$ cat src/rtl/wom_pkg.sv
package wom_pkg;
  typedef enum logic [1:0] {
    OP_IDLE  = 2'b00,
    OP_CLEAR = 2'b01,
    OP_STORE = 2'b10,
    OP_READ  = 2'b11
  } wom_op_e;
endpackage

$ cat src/rtl/wom_addr_split.sv
module wom_addr_split #(
  parameter int ADDR_W    = 8,
  parameter int ROWS      = 8,
  parameter int NUM_PAGES = 16,
  localparam int ROW_W  = $clog2(ROWS),
  localparam int PAGE_W = ADDR_W - ROW_W,
  localparam int DEPTH  = NUM_PAGES * ROWS,
  localparam int IDX_W  = (DEPTH > 1) ? $clog2(DEPTH) : 1
) (
  input  logic [ADDR_W-1:0] addr,
  output logic [PAGE_W-1:0] page,
  output logic [ROW_W-1:0]  row,
  output logic [IDX_W-1:0]  idx,
  output logic              in_range
);
  // Rows per page must be a power of two so that the row is a bit field.
  initial begin
    if ((1 << ROW_W) != ROWS) $error("ROWS must be a power of two");
    if (NUM_PAGES > (1 << PAGE_W)) $error("NUM_PAGES exceeds address space");
  end

  assign row      = addr[ROW_W-1:0];
  assign page     = addr[ADDR_W-1:ROW_W];
  assign in_range = (int'(page) < NUM_PAGES);
  // The flat index is page * ROWS + row. It is meaningful only when in range.
  assign idx      = IDX_W'((int'(page) * ROWS) + int'(row));
endmodule

$ cat src/rtl/wom_occ_flags.sv
module wom_occ_flags #(
  parameter int DEPTH = 128,
  localparam int IDX_W = (DEPTH > 1) ? $clog2(DEPTH) : 1
) (
  input  logic             clk,
  input  logic             rst,
  input  logic [IDX_W-1:0] idx,
  input  logic             set_en,
  input  logic             clr_en,
  output logic             occupied
);
  logic [DEPTH-1:0] flag;

  for (genvar w = 0; w < DEPTH; w++) begin : g_cell
    always_ff @(posedge clk) begin
      if (rst) begin
        flag[w] <= 1'b0;
      end else if (int'(idx) == w) begin
        if (set_en)      flag[w] <= 1'b1;
        else if (clr_en) flag[w] <= 1'b0;
      end
    end
  end

  assign occupied = flag[idx];

  // an accepted store leaves its word occupied.
  assert_store_marks_R3: assert property (@(posedge clk) disable iff (rst)
    set_en |=> flag[$past(idx)]);

  // a clear leaves its word empty.
  assert_clear_frees_R7: assert property (@(posedge clk) disable iff (rst)
    clr_en |=> !flag[$past(idx)]);

  // with no enable, no flag moves.
  assert_flags_hold_R9: assert property (@(posedge clk) disable iff (rst)
    (!set_en && !clr_en) |=> $stable(flag));
endmodule

$ cat src/rtl/wom_data_array.sv
module wom_data_array #(
  parameter int DATA_W = 8,
  parameter int DEPTH  = 128,
  localparam int IDX_W = (DEPTH > 1) ? $clog2(DEPTH) : 1
) (
  input  logic              clk,
  input  logic              we,
  input  logic              re,
  input  logic [IDX_W-1:0]  idx,
  input  logic [DATA_W-1:0] wdata,
  output logic [DATA_W-1:0] q
);
  // Single-port array with a synchronous read register, so it maps to block RAM.
  logic [DATA_W-1:0] mem [DEPTH];

  always_ff @(posedge clk) begin
    if (we) mem[idx] <= wdata;
    if (re) q <= mem[idx];
  end
endmodule

$ cat src/rtl/wom_paged_mem.sv
module wom_paged_mem
  import wom_pkg::*;
#(
  parameter int DATA_W    = 8,
  parameter int ADDR_W    = 8,
  parameter int ROWS      = 8,
  parameter int NUM_PAGES = 16
) (
  input  logic              clk,
  input  logic              rst,
  input  logic [1:0]        op,
  input  logic [ADDR_W-1:0] addr,
  input  logic [DATA_W-1:0] wr_data,
  output logic [DATA_W-1:0] rd_data,
  output logic              empty_read,
  output logic              ovl_err
);
  localparam int ROW_W  = $clog2(ROWS);
  localparam int PAGE_W = ADDR_W - ROW_W;
  localparam int DEPTH  = NUM_PAGES * ROWS;
  localparam int IDX_W  = (DEPTH > 1) ? $clog2(DEPTH) : 1;

  wom_op_e           op_e;
  logic [PAGE_W-1:0] page;
  logic [ROW_W-1:0]  row;
  logic [IDX_W-1:0]  idx;
  logic              in_range;
  logic              occupied;
  logic              store_ok, clear_ok, read_ok, reject;
  logic [DATA_W-1:0] arr_q;
  logic              hit_q;

  assign op_e = wom_op_e'(op);

  wom_addr_split #(.ADDR_W(ADDR_W), .ROWS(ROWS), .NUM_PAGES(NUM_PAGES)) u_split (
    .addr(addr), .page(page), .row(row), .idx(idx), .in_range(in_range)
  );

  assign store_ok = (op_e == OP_STORE) && in_range && !occupied;
  assign clear_ok = (op_e == OP_CLEAR) && in_range;
  assign read_ok  = (op_e == OP_READ)  && in_range;
  assign reject   = ((op_e != OP_IDLE) && !in_range) ||
                    ((op_e == OP_STORE) && in_range && occupied);

  wom_occ_flags #(.DEPTH(DEPTH)) u_flags (
    .clk(clk), .rst(rst), .idx(idx),
    .set_en(store_ok), .clr_en(clear_ok), .occupied(occupied)
  );

  wom_data_array #(.DATA_W(DATA_W), .DEPTH(DEPTH)) u_array (
    .clk(clk), .we(store_ok), .re(read_ok), .idx(idx), .wdata(wr_data), .q(arr_q)
  );

  // Occupancy captured with the read. Empty words read back as zero.
  always_ff @(posedge clk) begin
    if (rst) begin
      hit_q      <= 1'b0;
      empty_read <= 1'b0;
      ovl_err    <= 1'b0;
    end else begin
      if (read_ok) hit_q <= occupied;
      empty_read <= read_ok && !occupied;
      ovl_err    <= reject;
    end
  end

  assign rd_data = hit_q ? arr_q : '0;

  // an error pulse always follows a non-idle operation.
  assert_err_cause_R4: assert property (@(posedge clk) disable iff (rst)
    ovl_err |-> ($past(op) != OP_IDLE));

  // an idle cycle is never followed by a pulse.
  assert_idle_quiet_R9: assert property (@(posedge clk) disable iff (rst)
    (op_e == OP_IDLE) |=> (!ovl_err && !empty_read));

  // an empty-read pulse comes with zero data after a read.
  assert_empty_zero_R6: assert property (@(posedge clk) disable iff (rst)
    empty_read |-> (rd_data == '0 && $past(op) == OP_READ));

  // without a valid read, the read result does not move.
  assert_rd_hold_R5: assert property (@(posedge clk) disable iff (rst)
    !read_ok |=> $stable(rd_data));

  // an out-of-range access never yields an empty-read pulse.
  assert_oor_no_empty_R8: assert property (@(posedge clk) disable iff (rst)
    !in_range |=> !empty_read);
endmodule

$ cat config.mk
export PLATFORM = sky130hd
export DESIGN_NAME = wom_paged_mem
export DESIGN_NICKNAME = d
export VERILOG_FILES = /design/src/rtl/wom_pkg.sv /design/src/rtl/wom_addr_split.sv /design/src/rtl/wom_occ_flags.sv /design/src/rtl/wom_data_array.sv /design/src/rtl/wom_paged_mem.sv
export SDC_FILE = /design/constraint.sdc
export NUM_CORES = 1
export LEC_CHECK = 0
export ABC_AREA = 1
export ABC_CLOCK_PERIOD_IN_PS = 5900
export BUFFER_PORTS_ARGS = -buffer_cell sky130_fd_sc_hd__buf_4
export CAP_MARGIN = 20
export CORE_MARGIN = 2
export CORE_UTILIZATION = 54
export CTS_CLUSTER_SIZE = 14
export DETAILED_ROUTE_END_ITERATION = 8
export GPL_ROUTABILITY_DRIVEN = 0
export PLACE_DENSITY = 0.7
export SLEW_MARGIN = 10
export SYNTH_ARGS = -nofsm -noshare
export SYNTH_HDL_FRONTEND = slang
export SYNTH_SLANG_ARGS = --single-unit
$ cat constraint.sdc
create_clock -name clk -period 5.9 [get_ports clk]
set_input_delay 0.885 -clock clk [delete_from_list [all_inputs] [get_ports clk]]
set_output_delay 0.885 -clock clk [all_outputs]
set_load 0.03 [all_outputs]
# Word level (Yosys, flattened, before mapping)
# Memory sizes are Yosys's and may differ from the RTL's. A register that Yosys moved wholly into a read port is not among the register bits.
# Index checks and enable logic that the tools add are counted.
dict set report totals {
  ram_bits 1024
  regBits 131
  mem_count 1
}
# name depth word_bits rd rd_clocked_by_memory_dff write_ports line
set memory_table {}
lappend memory_table {u_array.mem 128 8 1 1 1 wom_data_array.sv:14} ;# logic [DATA_W-1:0] mem [DEPTH];
dict set report op_classes {
  muxes 7
  n_addsub 1
  n_lt_le_gt_ge 2
  n_reduce_logical 141
  eq_ne 130
}
# op n
set op_table {}
lappend op_table {{== test 7 bit, second input constant} 64}
lappend op_table {{AND reduction 2 bit} 128}
lappend op_table {{== test 7 x 6 -> 1 bit, second input constant} 32}
lappend op_table {{== test 7 x 5 -> 1 bit, second input constant} 16}
lappend op_table {{== test 7 x 4 -> 1 bit, second input constant} 8}
lappend op_table {{== test 7 x 3 -> 1 bit, second input constant} 4}
lappend op_table {{== test 7 x 2 -> 1 bit, second input constant} 2}
lappend op_table {{less-than comparator 7 x 8 -> 1 bit, second input constant} 1}
lappend op_table {{2-to-1 mux 8 bit} 1}
lappend op_table {{adder 7 x 3 -> 7 bit} 1}
lappend op_table {{binary-select mux 1 bit (select 7 bit)} 1}
lappend op_table {{== test 7 x 1 -> 1 bit, second input constant} 1}
lappend op_table {{logical AND 1 bit} 7}
lappend op_table {{logical NOT 7 bit} 1}
lappend op_table {{less-than comparator 5 bit, second input constant} 1}
lappend op_table {{2-to-1 mux 1 bit} 5}
lappend op_table {{== test 2 bit, second input constant} 2}
lappend op_table {{nonzero test 2 bit} 2}
lappend op_table {{== test 2 x 1 -> 1 bit, second input constant} 1}
lappend op_table {{logical NOT 1 bit} 2}
lappend op_table {{logical OR 1 bit} 1}

# Longest topological paths before layout
# Gate-level depths: netlist of run 1.
dict set report logic_depth {
  depth_word 7
  mapped_depth 17
  depth_no_buf 14
}

# Cells and area by module
# From an unflattened synthesis of run 1, not the netlist that was laid out.
dict set report unflattened {
  hier_cells 5422
  hier_area_um2 50907.6
}
# module area_per_inst_um2 n_inst seq_area_each_um2 cells_each
set modules_own_cells {}
lappend modules_own_cells {wom_data_array 43874.6 1 30989.7 4396}
lappend modules_own_cells {wom_occ_flags 6716.4 1 2562.5 973}
lappend modules_own_cells {wom_paged_mem 200.2 1 60.1 37}
lappend modules_own_cells {wom_addr_split 116.4 1 0.0 16}

# Least setup slack after synthesis of run 1
# OpenSTA, ideal clock, no wires.
dict set report synth_path {
  kind {input -> register}
  from {in addr[1]}
  to {mem u_array.mem[126][0] (enable)}
  arrival_time_ns 2.605
  setup_ns 0.324
  slack_ns 2.971
  cell_stages 13
  cell_sequence {buf_2 > inv_2 > nor2_2 > buf_4 > buf_2 > buf_4 > inv_1 > nor2_1 > inv_2 > clkbuf_1 > nor2_1 > nand3_1 > inv_1}
}
dict set report synth_via {
  elab_chain_len 7
}
# element line
set synth_rtl {}
lappend synth_rtl {{from (decl)} wom_paged_mem.sv:12} ;# input logic [ADDR_W-1:0] addr,
lappend synth_rtl {{adder 7 x 3 -> 7 bit *} wom_addr_split.sv:26} ;# assign idx = IDX_W'((int'(page) * ROWS) + int'(row));
lappend synth_rtl {{binary-select mux 1 bit (select 7 bit)} wom_occ_flags.sv:25} ;# assign occupied = flag[idx];
lappend synth_rtl {{2-to-1 mux 1 bit (not written as such)} wom_occ_flags.sv:25}
lappend synth_rtl {{logical NOT 1 bit} wom_paged_mem.sv:39} ;# assign store_ok = (op_e == OP_STORE) && in_range && !occupied;
lappend synth_rtl {{logical AND 1 bit} wom_paged_mem.sv:39}
lappend synth_rtl {{2-to-1 mux 1 bit} wom_data_array.sv:17} ;# if (we) mem[idx] <= wdata;
lappend synth_rtl {{2-to-1 mux 1 bit (not written as such)} wom_data_array.sv:17}
lappend synth_rtl {{to (decl)} wom_data_array.sv:14}
# Every way passes the cells marked *; elsewhere a longest branch is shown, timed or not. The select of a mux whose other input is x is not followed.

# Worst setup path after layout of run 1
dict set report layout_path {
  from {in addr[0]}
  to {mem u_array.mem[109][1] (enable)}
}
# Same word-level chain as after synthesis.

==> impl_metrics.csv, run 1 <==
group,metric,value,unit
timing,rsz0062_at_grt,"no",
synthesis,avgSynthCellArea,13.0,µm²
power_and_ir_drop,p_leak,17.8,nW
route,wl,129000,µm
clocking,cts_sinks,1163,
power_and_ir_drop,peakVddDrop,0.000272,V
hold_path,hold_class,"primary input to flop",
route,drtIter0Drc,4884,
worst_setup_path,worstPathCellList,"buf_4 -> buf_4 -> nor2_4 -> buf_4 -> nand2_1 -> nand4_1 -> nand2_1 -> nand2_1 -> o21ai_1 -> nand3_1 -> nand2_4 -> buf_4 -> nand3_1 -> inv_1",
worst_setup_path,cp.required,6.24,ns
timing,tns,0,ns
synthesis,synthCells,3543,
clocking,htreeDepth,3,
synthesis,syn_nets,3563,
timing,max-slew-margin-rel,24.8,%
worst_setup_path,crit_path_start_kind,"primary input",
worst_setup_path,cp_slowest_cell,"nand2_4",
final_layout,regArea,0.0336,mm²
synthesis,synth_edf_count,1032,
worst_setup_path,worstSetupPathType,"primary input to flop",
route,first_pass_iters,6,
clocking,cts_tree,"done",
floorplanning,initial_core_util,54.2,%
route,num_vias,30400,
clocking,worstSkewPairLatency,0.70,ns
clocking,root_buffer,"clkbuf_16",
timing,fmax,0.243,GHz
run,drv_cap,0,
power_and_ir_drop,pwr-share-comb,5.1,%
power_and_ir_drop,p_sw_share,21.9,%
placement,dp_hpwl,75300,µm
floorplanning,io_pins,30,
floorplanning,dieArea,0.0875,mm²
power_and_ir_drop,p_switching,0.00380,W
floorplanning,die_w,296,µm
worst_setup_path,worstPathArrival,4.46,ns
global_routing,grt_pass1_wl,190000,µm
clocking,numCtsBuffers,112,
worst_setup_path,critPathMaxStageDelay,0.62,ns
timing,skew,0.0341,ns
final_layout,fin_nets,3510,
route,via_per_inst,6.42,
final_layout,final_cells,4731,
power_and_ir_drop,power.density,339,mW/mm²
clocking,cts_resized,0,
global_routing,grt_use_total,29.5,%
route,ant_nets,0,
floorplanning,rows,107,
synthesis,ys_ff_latch,1163,
clocking,cts_hold_buf,0,
clocking,clockBufferDepth,3,
power_and_ir_drop,internal_power,0.0135,W
placement,dp_cells,4516,
clocking,clk_pin_slew,0.07,ns
synthesis,postSynth.asyncResetShare,0,%
global_routing,grt_max_degree,146,
power_and_ir_drop,clkPwrFrac,43.1,%
timing,slew_violations,0,
final_layout,layout-drive-gt1-share,9.09,%
floorplanning,die_h,296,µm
floorplanning,core,0.0847,mm²
final_layout,fillers,6372,
placement,io_buffers,29,
final_layout,post-route-util,60.3,%
timing,tightestPinTransition,1.13,ns
synthesis,synthDistinctLibCells,27,
power_and_ir_drop,pwr-share-seq,51.8,%
synthesis,yosys_most_used_dff,"edfxtp_1",
timing,setup_viol,0,
global_routing,grt_pass1_vias,29000,
global_routing,overflow,0,
timing,layout_min_cycle_time,4.12,ns
final_layout,area_growth,11.1,%
synthesis,yosysSeqAreaShare,73.1,%
worst_setup_path,cp_max_fo,67,
clocking,post_cts_buffers,0,
route,drc,0,
global_routing,antenna_found_initial,4,
timing,fin_crit_sh,69.8,%
final_layout,multiInputGateArea,0.0106,mm²
route,wl_per_cell,27.2,µm
status,status,"completed",
synthesis,synth_warnings,0,
timing,hold_viol,0,
synthesis,synth_area,0.0460,mm²
worst_setup_path,critPathCaptureType,"flop",
worst_setup_path,cpMostUsedCell,"buf_4",
[stage by stage]
| step | hold slack [ns] | cell area, µm² | worst slack, ns | total power, W |
|---|---|---|---|---|
| 6_report | 0.464 | 51100 | 1.78 | 0.0173 |
| 5_1_grt | 0.453 | 51100 | 1.63 | 0.0177 |
| 4_1_cts | 0.451 | 51000 | 1.97 | 0.0173 |
| 3_5_place_dp | 0.461 | 47100 | 1.26 | 0.00999 |
| 3_3_place_gp | 0.454 | 47100 | 1.35 | 0.00999 |
| 2_1_floorplan | 0.448 | 46000 | 2.97 | 0.00958 |
[cells by family after synthesis]
group                  Yosys count  share of synthesized area (%)
AOI/OAI and AO/OA             1013                           14.6
buffers and inverters          440                           3.88
DFF                           1163                           73.1
and+or+nand+nor                927                           8.37
[placed cells by master (no fill, tap or decap), drive strengths merged, types with 9 or more instances in the layout]
master  instances
edfxtp       1032
a22oi         511
nand2         487
a21oi         315
nor2          213
inv           185
o31ai         150
nand3         148
clkbuf        143
dfxtp         131
buf            93
or2            54
clkinv         39
o21ai          34
bufinv         17
nor3           14
nand4           9
[worst paths after layout]
| path | startpoint | end | slack [ns] | cells past startpoint |
|---|---|---|---|---|
| setup / recovery | addr[0] | u_array.mem[109][1] | 1.78 | 14 |
| hold / removal | wr_data[6] | u_array.mem[50][6] | 0.46 | 1 |
| setup reg to reg | u_flags.flag[110] | u_array.mem[109][1] | 2.54 | 14 |
| hold reg to reg | u_flags.flag[108] | u_flags.flag[108] | 0.47 | 2 |
[power by group through the flow]
stage	clock, W	sequential, W	combinational (W)
finish	0.00746	0.00897	0.000884
global route	0.00782	0.00896	0.000928
CTS	0.00750	0.00897	0.000854
detailed placement	0	0.00914	0.000853
global placement	0	0.00914	0.000844
floorplan	0	0.00914	0.000437
[worst max-delay path, delay by kind of cell]
| kind | cells | cell delay [ns] |
|---|---|---|
| AO/OA/AOI/OAI | 1 | 0.19 |
| buffers and inverters | 5 | 1.82 |
| AND/OR/NAND/NOR | 8 | 1.48 |
[per-layer routing]
metal | GRT usage (%) | up-vias | part of all wire, %
met4 | 11.5 | 4 | 4.2
met2 | 44.5 | 1953 | 45
met1 | 42.5 | 14900 | 39
met3 | 6.07 | 320 | 12
li1 | - | 13200 | -
met5 | 0 | - | 0.018
[Yosys cell counts, types with 11 or more instances]
cell         n  area (µm²)
edfxtp_1  1032       31000
a22oi_1    511        3840
nand2_1    487        1830
a21oi_1    315        1580
nor2_1     212         796
inv_1      168         631
o31ai_1    150        1130
nand3_1    148         741
clkbuf_1   135         507
dfxtp_1    131        2620
buf_2       94         470
or2_2       39         244
buf_1       27         101
o21ai_0     26         130
nor3_1      14        70.1
or2_1       14        87.6
inv_2       11        41.3
[sequential cells by signal, indices dropped and copies added (netlist names)]
name	count
ovl_err	1
u_array.mem	1024
u_array.q	8
u_flags.flag	128
empty_read	1
hit_q	1
[area by class of cell]
| type | count | area share, % |
|---|---|---|
| Sequential cell | 1163 | 65.8 |
| Timing Repair Buffer | 93 | 1.67 |
| Tap cell | 1144 | 2.80 |
| Clock inverter | 67 | 1.63 |
| Multi-Input combinational cell | 1940 | 20.8 |
| Antenna cell | 1 | 0.00490 |
| Clock buffer | 143 | 5.90 |
| Inverter | 180 | 1.34 |
Power figures use the tool's default switching activity.
==> run 2: changes to the inputs <==
Settings changed: ABC_AREA 1 to 0, ABC_CLOCK_PERIOD_IN_PS 5900 to 3550, PLACE_DENSITY 0.7 to 0.72.
Clock period 5.9 ns to 3.55 ns, I/O delays scaled along.
==> run 2 against run 1 <==
  * Via count is 17% lower
  * Power is 64% higher
  * Synthesized area is 1.9% higher
  * Largest cell class unchanged
  * Critical endpoint is now u_array.mem[92][4]
  * Final area is 4.7% higher
  * Highest routed layer unchanged
  * Sequential share of layout area is 2.9 points lower
  * Global-route usage is 2.9 points lower
  * Routed wire length is 8.8% lower
  * Flip-flop and latch count stayed put
==> impl_metrics.csv, run 2 <==
group,metric,value,unit
route,num_vias,25400,
floorplanning,dieArea,0.0892,mm²
clocking,cts_sinks,1163,
worst_setup_path,r2r_cells,7,
run,drv_cap,0,
timing,rsz0062_at_grt,"no",
synthesis,postSynth.asyncResetShare,0,%
final_layout,post-route-util,61.9,%
worst_setup_path,cp_max_fo,18,
worst_setup_path,critPathCaptureType,"flop",
placement,dp_hpwl,73500,µm
final_layout,area_growth,14.0,%
clocking,numCtsBuffers,111,
power_and_ir_drop,peakVddDrop,0.000656,V
floorplanning,die_h,299,µm
worst_setup_path,path_delay_family,"multiplexers",
route,drtIter0Drc,3247,
global_routing,grt_use_total,26.6,%
synthesis,synth_edf_count,1032,
global_routing,grt_pass1_vias,25300,
clocking,clockBufferDepth,3,
power_and_ir_drop,p_leak,17.1,nW
timing,fmax,0.304,GHz
hold_path,hold_start,"addr[7]",
clocking,htreeDepth,3,
route,via_per_inst,6.57,
route,wl,118000,µm
worst_setup_path,r2r_end,"u_array.mem[92][4]",
timing,max-slew-margin-rel,24.0,%
route,drc,0,
worst_setup_path,worstPathArrival,3.57,ns
clocking,worstSkewPairLatency,0.70,ns
synthesis,yosysMostFrequentCell,"edfxtp_1",
route,first_pass_iters,6,
final_layout,mostFrequentLayoutCell,"edfxtp_1",
worst_setup_path,crit_cells,7,
synthesis,synthCells,2388,
clocking,clk_pin_slew,0.06,ns
global_routing,antenna_found_initial,2,
synthesis,synth_warnings,0,
timing,tightestPinTransition,1.13,ns
placement,dpl_cell_area,0.0497,mm²
floorplanning,initial_core_util,54.3,%
final_layout,largest_reg_flops,1024,
synthesis,synth_area,0.0469,mm²
timing,skew,0.0389,ns
final_layout,stdcell_area,0.0534,mm²
synthesis,ys_ff_latch,1163,
worst_setup_path,critical_path_buf_inv_count,1,
clocking,cts_resized,0,
route,wl_per_cell,30.5,µm
synthesis,synth_top_cell_by_area,"edfxtp_1",
route,ant_nets,0,
timing,fin_crit_sh,92.6,%
clocking,cts_tree,"done",
synthesis,avgSynthCellArea,19.6,µm²
floorplanning,rows,108,
final_layout,fin_nets,2630,
status,status,"completed",
power_and_ir_drop,power.density,531,mW/mm²
global_routing,overflow,0,
clocking,cts_hold_buf,0,
worst_setup_path,cpMostUsedCell,"mux4_2",
synthesis,syn_nets,2408,
final_layout,layout-drive-gt1-share,31.8,%
synthesis,synth_top_cell_area_share,66.1,%
synthesis,netlist_top_cells_count,"edfxtp_1 (1032), mux4_2 (345), dfxtp_1 (131), o21ai_0 (100), nand2_1 (95)",
floorplanning,io_pins,30,
worst_setup_path,crit_path_start_kind,"flop",
global_routing,grt_max_degree,149,
timing,layout_min_cycle_time,3.29,ns
final_layout,reg_top3,"u_array.mem (1024), u_flags.flag (128), u_array.q (8)",
hold_path,hold_class,"primary input to flop",
final_layout,layout_common_cells,"edfxtp_1 (1032), mux4_2 (345), buf_4 (254)",
clocking,post_cts_buffers,0,
worst_setup_path,worstSetupPathType,"flop to flop",
final_layout,top_register,"u_array.mem",
synthesis,yosysSeqAreaShare,71.7,%
global_routing,grt_pass1_wl,174000,µm
worst_setup_path,critPathMaxStageDelay,0.90,ns
synthesis,ys_top_cells_by_area,"edfxtp_1 (66%), mux4_2 (17%), dfxtp_1 (5.6%)",
worst_setup_path,r2r_slack,0.26,ns
hold_path,worstHoldPathCells,2,
worst_setup_path,cp_slowest_cell,"nor3_1",
final_layout,diodes,0,
floorplanning,core,0.0863,mm²
timing,slew_violations,0,
worst_setup_path,cp.required,3.83,ns
synthesis,yosys_most_used_dff,"edfxtp_1",
floorplanning,die_w,299,µm
worst_setup_path,worstPathCellList,"mux4_2 -> mux4_2 -> o22ai_1 -> a311o_2 -> a22oi_4 -> buf_12 -> nor3_1",
hold_path,hold_path_end,"ovl_err",
placement,io_buffers,29,
timing,setup_viol,0,
clocking,root_buffer,"clkbuf_16",
synthesis,synthDistinctLibCells,51,
timing,hold_viol,0,
worst_setup_path,r2r_start,"u_flags.flag[83]",
==> run 2: area by class of cell <==
cell class	instances	area (µm²)
Sequential cell	1163	33600
Fill cell	5820	32900
Multi-Input combinational cell	1055	12400
Clock buffer	128	2890
Timing Repair Buffer	277	2250
Tap cell	1155	1450
Clock inverter	80	821
Inverter	2	7.51
==> run 2: worst max-delay path by stage <==
| stage | startpoint | endpoint | slack, ns |
|---|---|---|---|
| 3_5_place_dp | addr[1] | u_array.mem[89][7] | -0.24 |
| 5_1_grt | u_flags.flag[83] | u_array.mem[86][0] | 0.17 |
| 6_report | u_flags.flag[83] | u_array.mem[92][4] | 0.26 |
| 2_1_floorplan | addr[1] | u_array.mem[118][0] | 0.09 |
| 4_1_cts | u_flags.flag[91] | u_array.mem[89][4] | 0.21 |
| 3_3_place_gp | addr[1] | u_array.mem[86][0] | -0.20 |
==> run 2: logic make-up (layout without fill, tap and decap cells) <==
logic type | count (synthesis) | in the layout | share of synthesized area [%]
buffers and inverters | 170 | 487 | 1.83
AND/OR/NAND/NOR | 398 | 398 | 4.28
flip-flops | 1163 | 1163 | 71.7
AO/OA/AOI/OAI | 265 | 265 | 4.56
multiplexers | 392 | 392 | 17.6
==> run 2: per-stage QoR <==
step	power, W	cells	hold slack, ns	worst slack (ns)	setup TNS, ns
after detailed placement	0.0167	3646	0.478	-0.242	-48.90
after floorplan	0.0160	2388	0.454	0.0911	0
after CTS	0.0286	3854	0.172	0.206	0
after global placement	0.0167	3642	0.470	-0.195	-32.25
after global routing	0.0291	3860	0.198	0.167	0
final	0.0284	3860	0.204	0.262	0
==> run 2: per-layer routing <==
layer  routed length, µm  up-vias  GRT usage (%)  part of all wire (%)
met2               56600     1452           42.1                    48
met5                  25        -              0                 0.021
li1                    -    10400              -                     -
met1               45700    13300           37.5                    39
met4                4810        4           10.4                   4.1
met3               10500      270           4.75                   8.9
==> run 2: report_power, final <==
| part | leakage [nW] | switching [W] | internal [W] |
|---|---|---|---|
| sequential | 10.3 | 0.00000569 | 0.0149 |
| clock | 1.80 | 0.00511 | 0.00688 |
| combinational | 4.95 | 0.000953 | 0.000566 |
